[config.mk]
export PLATFORM = sky130hd
export DESIGN_NAME = pns_slide_corr
export DESIGN_NICKNAME = d
export VERILOG_FILES = /design/src/rtl/pns_pkg.sv /design/src/rtl/pns_sp_buf.sv /design/src/rtl/pns_grp_mul.sv /design/src/rtl/pns_add_tree.sv /design/src/rtl/pns_slide_corr.sv
export SDC_FILE = /design/constraint.sdc
export NUM_CORES = 2
export LEC_CHECK = 0
export BUFFER_PORTS_ARGS = -buffer_cell sky130_fd_sc_hd__buf_4
export CAP_MARGIN = 10
export CORE_MARGIN = 1.5
export CORE_UTILIZATION = 50
export DETAILED_ROUTE_END_ITERATION = 16
export GPL_TIMING_DRIVEN = 0
export PLACE_DENSITY = 0.74
export SYNTH_ARGS = -nofsm -noshare
export SYNTH_HDL_FRONTEND = slang
export SYNTH_HIERARCHICAL = 1
export SYNTH_SLANG_ARGS = --single-unit
[constraint.sdc]
create_clock -name clk -period 8.8 [get_ports clk]
set_clock_uncertainty 0.1 [all_clocks]
set_input_delay 1.76 -clock clk [delete_from_list [all_inputs] [get_ports clk]]
set_output_delay 1.76 -clock clk [all_outputs]
set_load 0.05 [all_outputs]
[src/rtl/pns_pkg.sv]
package pns_pkg;
    typedef enum logic {
        MODE_BPSK = 1'b0,
        MODE_PPM  = 1'b1
    } corr_mode_e;
endpackage

[src/rtl/pns_sp_buf.sv]
module pns_sp_buf
    import pns_pkg::*;
#(
    parameter int NS = 32,
    parameter int BA = 4,
    localparam int CW = BA + 1,
    localparam int RW = $clog2(NS)
) (
    input  logic                   clk,
    input  logic                   rst_n,
    input  logic                   smp_valid,
    input  logic [BA-1:0]          smp_a,
    input  logic [BA-1:0]          smp_b,
    input  logic                   mode,
    output logic [NS-1:0][CW-1:0]  word_o
);
    typedef struct packed {
        logic [RW-1:0]          cnt;
        logic [NS-1:0][CW-1:0]  col;
        logic [NS-1:0][CW-1:0]  hold;
    } sp_st_t;

    sp_st_t st_d, st_q;
    logic signed [CW-1:0] chip;

    always_comb begin
        if (mode == MODE_PPM)
            chip = $signed({smp_a[BA-1], smp_a}) - $signed({smp_b[BA-1], smp_b});
        else
            chip = $signed({smp_a[BA-1], smp_a});
        st_d = st_q;
        if (smp_valid) begin
            st_d.col[st_q.cnt] = chip;
            if (st_q.cnt == RW'(NS - 1)) begin
                st_d.cnt  = '0;
                st_d.hold = st_d.col;
            end else begin
                st_d.cnt = st_q.cnt + 1'b1;
            end
        end
    end

    always_ff @(posedge clk or negedge rst_n) begin
        if (!rst_n) st_q <= '0;
        else        st_q <= st_d;
    end

    assign word_o = st_q.hold;

    // held word only moves on the sample that completes a word
    assert_hold_steady_R9: assert property (@(posedge clk) disable iff (!rst_n)
        !(smp_valid && st_q.cnt == RW'(NS - 1)) |=> $stable(st_q.hold));

    // completing a word restarts collection at chip 0
    assert_reload_restart_R2: assert property (@(posedge clk) disable iff (!rst_n)
        (smp_valid && st_q.cnt == RW'(NS - 1)) |=> (st_q.cnt == '0));
endmodule

[src/rtl/pns_grp_mul.sv]
module pns_grp_mul #(
    parameter int NS  = 32,
    parameter int BA  = 4,
    parameter int GRP = 4,
    parameter int OW  = 10,
    localparam int CW = BA + 1,
    localparam int RW = $clog2(NS),
    localparam int NG = NS / GRP
) (
    input  logic                   clk,
    input  logic                   rst_n,
    input  logic                   start,
    input  logic [RW-1:0]          rot,
    input  logic [NS-1:0]          code,
    input  logic [NS-1:0][CW-1:0]  word_i,
    output logic                   grp_vld,
    output logic [NG-1:0][OW-1:0]  grp_sum
);
    typedef struct packed {
        logic                   vld;
        logic [NG-1:0][OW-1:0]  sum;
    } grp_st_t;

    grp_st_t st_d, st_q;
    logic [NS-1:0]         code_r;
    logic [RW-1:0]         pos;
    logic signed [CW-1:0]  chipv;
    logic signed [OW-1:0]  term;
    logic signed [OW-1:0]  acc;

    always_comb begin
        for (int i = 0; i < NS; i++) begin
            pos       = RW'(i) + rot;
            code_r[i] = code[pos];
        end
        st_d     = st_q;
        st_d.vld = start;
        chipv    = '0;
        term     = '0;
        acc      = '0;
        if (start) begin
            for (int g = 0; g < NG; g++) begin
                acc = '0;
                for (int k = 0; k < GRP; k++) begin
                    chipv = $signed(word_i[g*GRP + k]);
                    term  = code_r[g*GRP + k] ? OW'(chipv) : -OW'(chipv);
                    acc   = acc + term;
                end
                st_d.sum[g] = acc;
            end
        end
    end

    always_ff @(posedge clk or negedge rst_n) begin
        if (!rst_n) st_q <= '0;
        else        st_q <= st_d;
    end

    assign grp_vld = st_q.vld;
    assign grp_sum = st_q.sum;
endmodule

[src/rtl/pns_add_tree.sv]
module pns_add_tree #(
    parameter int NG = 8,
    parameter int OW = 10,
    localparam int LV = $clog2(NG)
) (
    input  logic                   clk,
    input  logic                   rst_n,
    input  logic                   in_vld,
    input  logic [NG-1:0][OW-1:0]  in_sum,
    output logic                   out_vld,
    output logic [OW-1:0]          out_sum
);
    for (genvar l = 0; l < LV; l++) begin : g_lvl
        localparam int N = NG >> (l + 1);

        typedef struct packed {
            logic                  v;
            logic [N-1:0][OW-1:0]  s;
        } stage_t;

        stage_t                   st_d, st_q;
        logic                     src_vld;
        logic [2*N-1:0][OW-1:0]   src;

        if (l == 0) begin : g_src
            assign src_vld = in_vld;
            assign src     = in_sum;
        end else begin : g_src
            assign src_vld = g_lvl[l-1].st_q.v;
            assign src     = g_lvl[l-1].st_q.s;
        end

        always_comb begin
            st_d   = st_q;
            st_d.v = src_vld;
            if (src_vld) begin
                for (int j = 0; j < N; j++)
                    st_d.s[j] = src[2*j] + src[2*j + 1];
            end
        end

        always_ff @(posedge clk or negedge rst_n) begin
            if (!rst_n) st_q <= '0;
            else        st_q <= st_d;
        end
    end

    assign out_vld = g_lvl[LV-1].st_q.v;
    assign out_sum = g_lvl[LV-1].st_q.s[0];
endmodule

[src/rtl/pns_slide_corr.sv]
module pns_slide_corr #(
    parameter int NS  = 32,
    parameter int BA  = 4,
    parameter int GRP = 4,
    localparam int RW = $clog2(NS),
    localparam int OW = BA + RW + 1
) (
    input  logic            clk,
    input  logic            rst_n,
    input  logic            smp_valid,
    input  logic [BA-1:0]   smp_a,
    input  logic [BA-1:0]   smp_b,
    input  logic            mode,
    input  logic [NS-1:0]   code,
    input  logic [RW-1:0]   rot,
    input  logic            start,
    output logic            corr_valid,
    output logic [OW-1:0]   corr_sum
);
    localparam int CW  = BA + 1;
    localparam int NG  = NS / GRP;
    localparam int LAT = $clog2(NG) + 1;
    localparam int LIM = NS * ((1 << BA) - 1);

    logic [NS-1:0][CW-1:0] word;
    logic                  grp_vld;
    logic [NG-1:0][OW-1:0] grp_sum;

    pns_sp_buf #(.NS(NS), .BA(BA)) u_sp (
        .clk       (clk),
        .rst_n     (rst_n),
        .smp_valid (smp_valid),
        .smp_a     (smp_a),
        .smp_b     (smp_b),
        .mode      (mode),
        .word_o    (word)
    );

    pns_grp_mul #(.NS(NS), .BA(BA), .GRP(GRP), .OW(OW)) u_grp (
        .clk     (clk),
        .rst_n   (rst_n),
        .start   (start),
        .rot     (rot),
        .code    (code),
        .word_i  (word),
        .grp_vld (grp_vld),
        .grp_sum (grp_sum)
    );

    pns_add_tree #(.NG(NG), .OW(OW)) u_tree (
        .clk     (clk),
        .rst_n   (rst_n),
        .in_vld  (grp_vld),
        .in_sum  (grp_sum),
        .out_vld (corr_valid),
        .out_sum (corr_sum)
    );

    // every request yields a strobe after the full pipeline
    assert_start_to_valid_R7: assert property (@(posedge clk) disable iff (!rst_n)
        start |-> ##(LAT) corr_valid);

    // no strobe without a matching request
    assert_no_spurious_valid_R7: assert property (@(posedge clk) disable iff (!rst_n)
        corr_valid |-> $past(start, LAT));

    // result magnitude stays inside the reachable range
    assert_no_overflow_R8: assert property (@(posedge clk) disable iff (!rst_n)
        corr_valid |-> ($signed(corr_sum) <= LIM && $signed(corr_sum) >= -LIM));
endmodule

==> flow_metrics.py <==
metrics = {
    "clock_tree": {
        "cts-root-buf": "clkbuf_16",
        "cts_tree": "yes",
        "cts_made_buffers": 53,
        "cts_hold_buf": 0,
        "clock_latency_ns": 0.62,
        "h-tree-depth": 2,
        "cts_sinks": 479,
        "cts_resized": 0,
        "cts.path.max_buffers": 3,
        "post_cts_buffers": 0,
        "path_clk_slew_ns": 0.06,
    },
    "setup_path": {
        "startpoint_type": "primary input",
        "slowest_stage": "mux4_2",
        "worstPathRequired_ns": 9.14,
        "crit_path_max_fanout": 10,
        "slowest_delay_ns": 0.66,
        "worstPathArrival_ns": 8.64,
        "rrSetupSlack_ns": 3.81,
        "reg2reg_from": "u_sp/word_o[40]",
        "r2r-end": "u_grp/grp_sum[29]",
        "crit_start": "rot[0]",
        "path_class": "in -> reg",
        "endpoint": "u_grp/grp_sum[19]",
        "ff2ff_path_depth": 18,
        "crit_path_end_kind": "flip-flop",
    },
    "grt": {
        "grt_pass1_vias": 27500,
        "grt_overflow": 0,
        "grt_use_met1_pct": 35.9,
        "antenna_found_initial": 0,
        "met2_usage_pct": 42.1,
        "grt_pass1_wl_um": 154000,
        "grt_use_total_pct": 26.1,
        "top_usage_layer": "met2",
        "use_met3_pct": 3.97,
        "grt_max_degree": 125,
    },
    "pwr": {
        "switchingPower_mw": 5.17,
        "pwr-share-comb_pct": 54.2,
        "sequentialPowerShare_pct": 27.6,
        "swShare_pct": 42.3,
        "p_per_area_mw_per_mm2": 300,
        "p_leak_nw": 19.3,
        "ir_drop_mv": 0.197,
        "internal_power_mw": 7.04,
        "power_frac_clock_pct": 18.2,
    },
    "flow_run": {
        "cap_violations": 0,
    },
    "synth": {
        "synth_fp_nets": 4358,
        "synth-xor-area-share_pct": 5.38,
        "ys_ff_latch": 479,
        "synth.distinct_cells": 81,
        "ys_seq_area_share_pct": 32.3,
        "yosys_warnings": 6,
        "synth-edff-count": 0,
        "synth-adder-area-share_pct": 15.7,
        "synth_top_family_by_area": "adder cells",
        "synth_simple_gate_area_share_pct": 12.0,
        "muxShareOfSynthArea_pct": 12.7,
        "syn-cell-area_sq_mm": 0.0371,
        "async_reset_ff_share_pct": 100,
        "synth-main-ff-cell": "dfrtp_1",
        "synthCells": 3933,
        "synth_compound_area_share_pct": 12.8,
        "avgSynthCellArea_sq_um": 9.44,
    },
    "drt": {
        "wire_per_inst_um": 19.4,
        "drt_iter0_drc": 2343,
        "ant_nets": 0,
        "routed_wirelength_um": 98300,
        "dr_total_vias": 28200,
        "drcViolationCount": 0,
        "via_per_inst": 5.57,
        "drt-pass1-iter-count": 6,
    },
    "sta": {
        "tightest_slew_ns": 1.12,
        "fin_crit_ns": 8.30,
        "max_freq_mhz": 121,
        "drv_slew": 0,
        "slew_headroom_pct": 23.6,
        "setup_viol": 0,
        "rsz0062_at_grt": "false",
        "finalCritPeriodShare_pct": 94.3,
        "hold_viol_final": 0,
    },
    "floorplanning": {
        "ios": 61,
        "start_util_pct": 50.7,
        "core_sq_mm": 0.0732,
        "die_w_um": 276,
        "die_area_sq_mm": 0.0759,
        "rows": 99,
        "die_h_um": 276,
    },
    "place": {
        "place.gp.congestion": 0.968,
        "portBuffers": 58,
        "hpwl_um": 78000,
        "placed_cells_incl_taps": 4954,
    },
    "layout": {
        "seq_area_sq_mm": 0.0120,
        "finalNetCount": 4475,
        "area_growth_pct": 9.45,
        "fin_cells": 5054,
        "utilization_pct": 55.5,
        "fillers": 6341,
        "multi_input_area_sq_mm": 0.0218,
        "drive_gt1_share_pct": 15.0,
    },
    "outcome": {
        "status": "finished clean",
    },
    "min_path": {
        "min_path_type": "reg -> reg",
    },
}
-- through the flow --
stage / setup WS [ns] / instance area [sq um] / total power, mW / hold slack [ns] / setup TNS, ns
detailed placement: -0.0591 / 38900 / 9.91 / 0.266 / -0.0591
CTS: 0.552 / 40600 / 12.2 / 0.283 / 0
global placement: 0.140 / 38800 / 9.70 / 0.262 / 0
global route: 0.0944 / 40600 / 13.2 / 0.299 / 0
floorplan: 1.05 / 37100 / 8.15 / 0.249 / 0
finish: 0.504 / 40600 / 12.2 / 0.280 / 0
-- cell families after synthesis --
group | after synthesis
adder cells (fa/ha/maj) | 375
XOR/XNOR | 216
multiplexers | 399
AND/OR/NAND/NOR | 979
buffers and inverters | 697
flip-flops | 479
AO/OA/AOI/OAI | 788
-- per-layer routing --
metal,wire [um],vias up
met3,6690,172
met4,3700,0
met1,43300,13600
li1,-,13500
met2,44600,898
met5,0,-
-- power groups by stage --
| stage | Clock (mW) | Sequential (mW) | Combinational, mW |
|---|---|---|---|
| floorplan | 0 | 3.29 | 4.86 |
| detailed placement | 0 | 3.39 | 6.52 |
| finish | 2.23 | 3.36 | 6.61 |
| CTS | 2.26 | 3.36 | 6.58 |
| global route | 2.35 | 3.44 | 7.36 |
| global placement | 0 | 3.37 | 6.33 |
-- synthesized netlist by cell type, types with 13 or more instances --
cell type,instances,area (sq um)
nand2_1,484,1820
inv_1,382,1430
and2_1,22,138
nor3_1,44,220
xnor2_1,140,1230
buf_4,164,1230
mux2_2,133,1500
a21o_1,38,285
buf_6,13,146
buf_2,29,145
dfrtp_1,479,12000
o21ai_0,368,1840
mux2i_1,196,1960
xor2_1,66,578
a211oi_1,16,120
nand2b_1,19,119
o31ai_1,18,135
fa_1,152,3040
nand3_1,104,521
clkbuf_1,89,334
a21oi_1,138,691
o21bai_1,28,210
mux2_1,21,236
nor4_1,13,81.3
o211ai_1,66,495
o21ai_1,17,85.1
nor2b_1,21,131
nor2_1,195,732
mux4_2,35,788
ha_1,223,2790
-- sequential cells by signal (all words and copies together), names as in the netlist --
| register | cells |
|---|---|
| u_sp/st_q | 165 |
| u_sp/word_o | 160 |
| u_grp/grp_sum | 80 |
| u_tree/g_lvl.st_q | 60 |
| u_tree/out_sum | 10 |
| u_tree/g_lvl.src_vld | 2 |
| u_grp/grp_vld | 1 |
| u_tree/out_vld | 1 |
-- critical path, delay by kind of cell --
kind            cells  cell delay [ns]
xor+xnor            3             0.52
buf+inv            10             1.82
fa+ha+maj           5             2.02
compound gates      6             0.99
mux                 4             1.49
-- how the worst min path moves through the flow --
stage                                        from                       to  slack [ns]  cells past startpoint
after floorplan           u_tree/g_lvl[1].src_vld  u_tree/g_lvl[2].src_vld        0.25                      0
after detailed placement  u_tree/g_lvl[1].src_vld  u_tree/g_lvl[2].src_vld        0.27                      0
after CTS                 u_tree/g_lvl[1].src_vld  u_tree/g_lvl[2].src_vld        0.28                      0
after global placement    u_tree/g_lvl[1].src_vld  u_tree/g_lvl[2].src_vld        0.26                      0
final                     u_tree/g_lvl[1].src_vld  u_tree/g_lvl[2].src_vld        0.28                      0
after global routing      u_tree/g_lvl[1].src_vld  u_tree/g_lvl[2].src_vld        0.30                      0
-- final cells by class --
cell class,instances,share of cell area [%]
Antenna cell,2,0.0123
Buffer,313,4.79
Clock buffer,75,3.71
Clock inverter,23,0.594
Inverter,384,3.55
Multi-Input combinational cell,2757,53.5
Sequential cell,479,29.5
Tap cell,959,2.95
Timing Repair Buffer,62,1.36
-- placed cells by master, fill, tap and decap left out, types with 101 or more instances in the layout --
cell / n
dfrtp_1: 479
o21ai_0: 368
nor2_1: 195
mux2i_1: 196
a21oi_1: 138
nand2_1: 484
inv_1: 382
fa_1: 152
ha_1: 223
clkbuf_1: 101
nand3_1: 104
xnor2_1: 140
buf_4: 221
mux2_2: 133
Note: power is estimated with default switching activity, not from simulation.
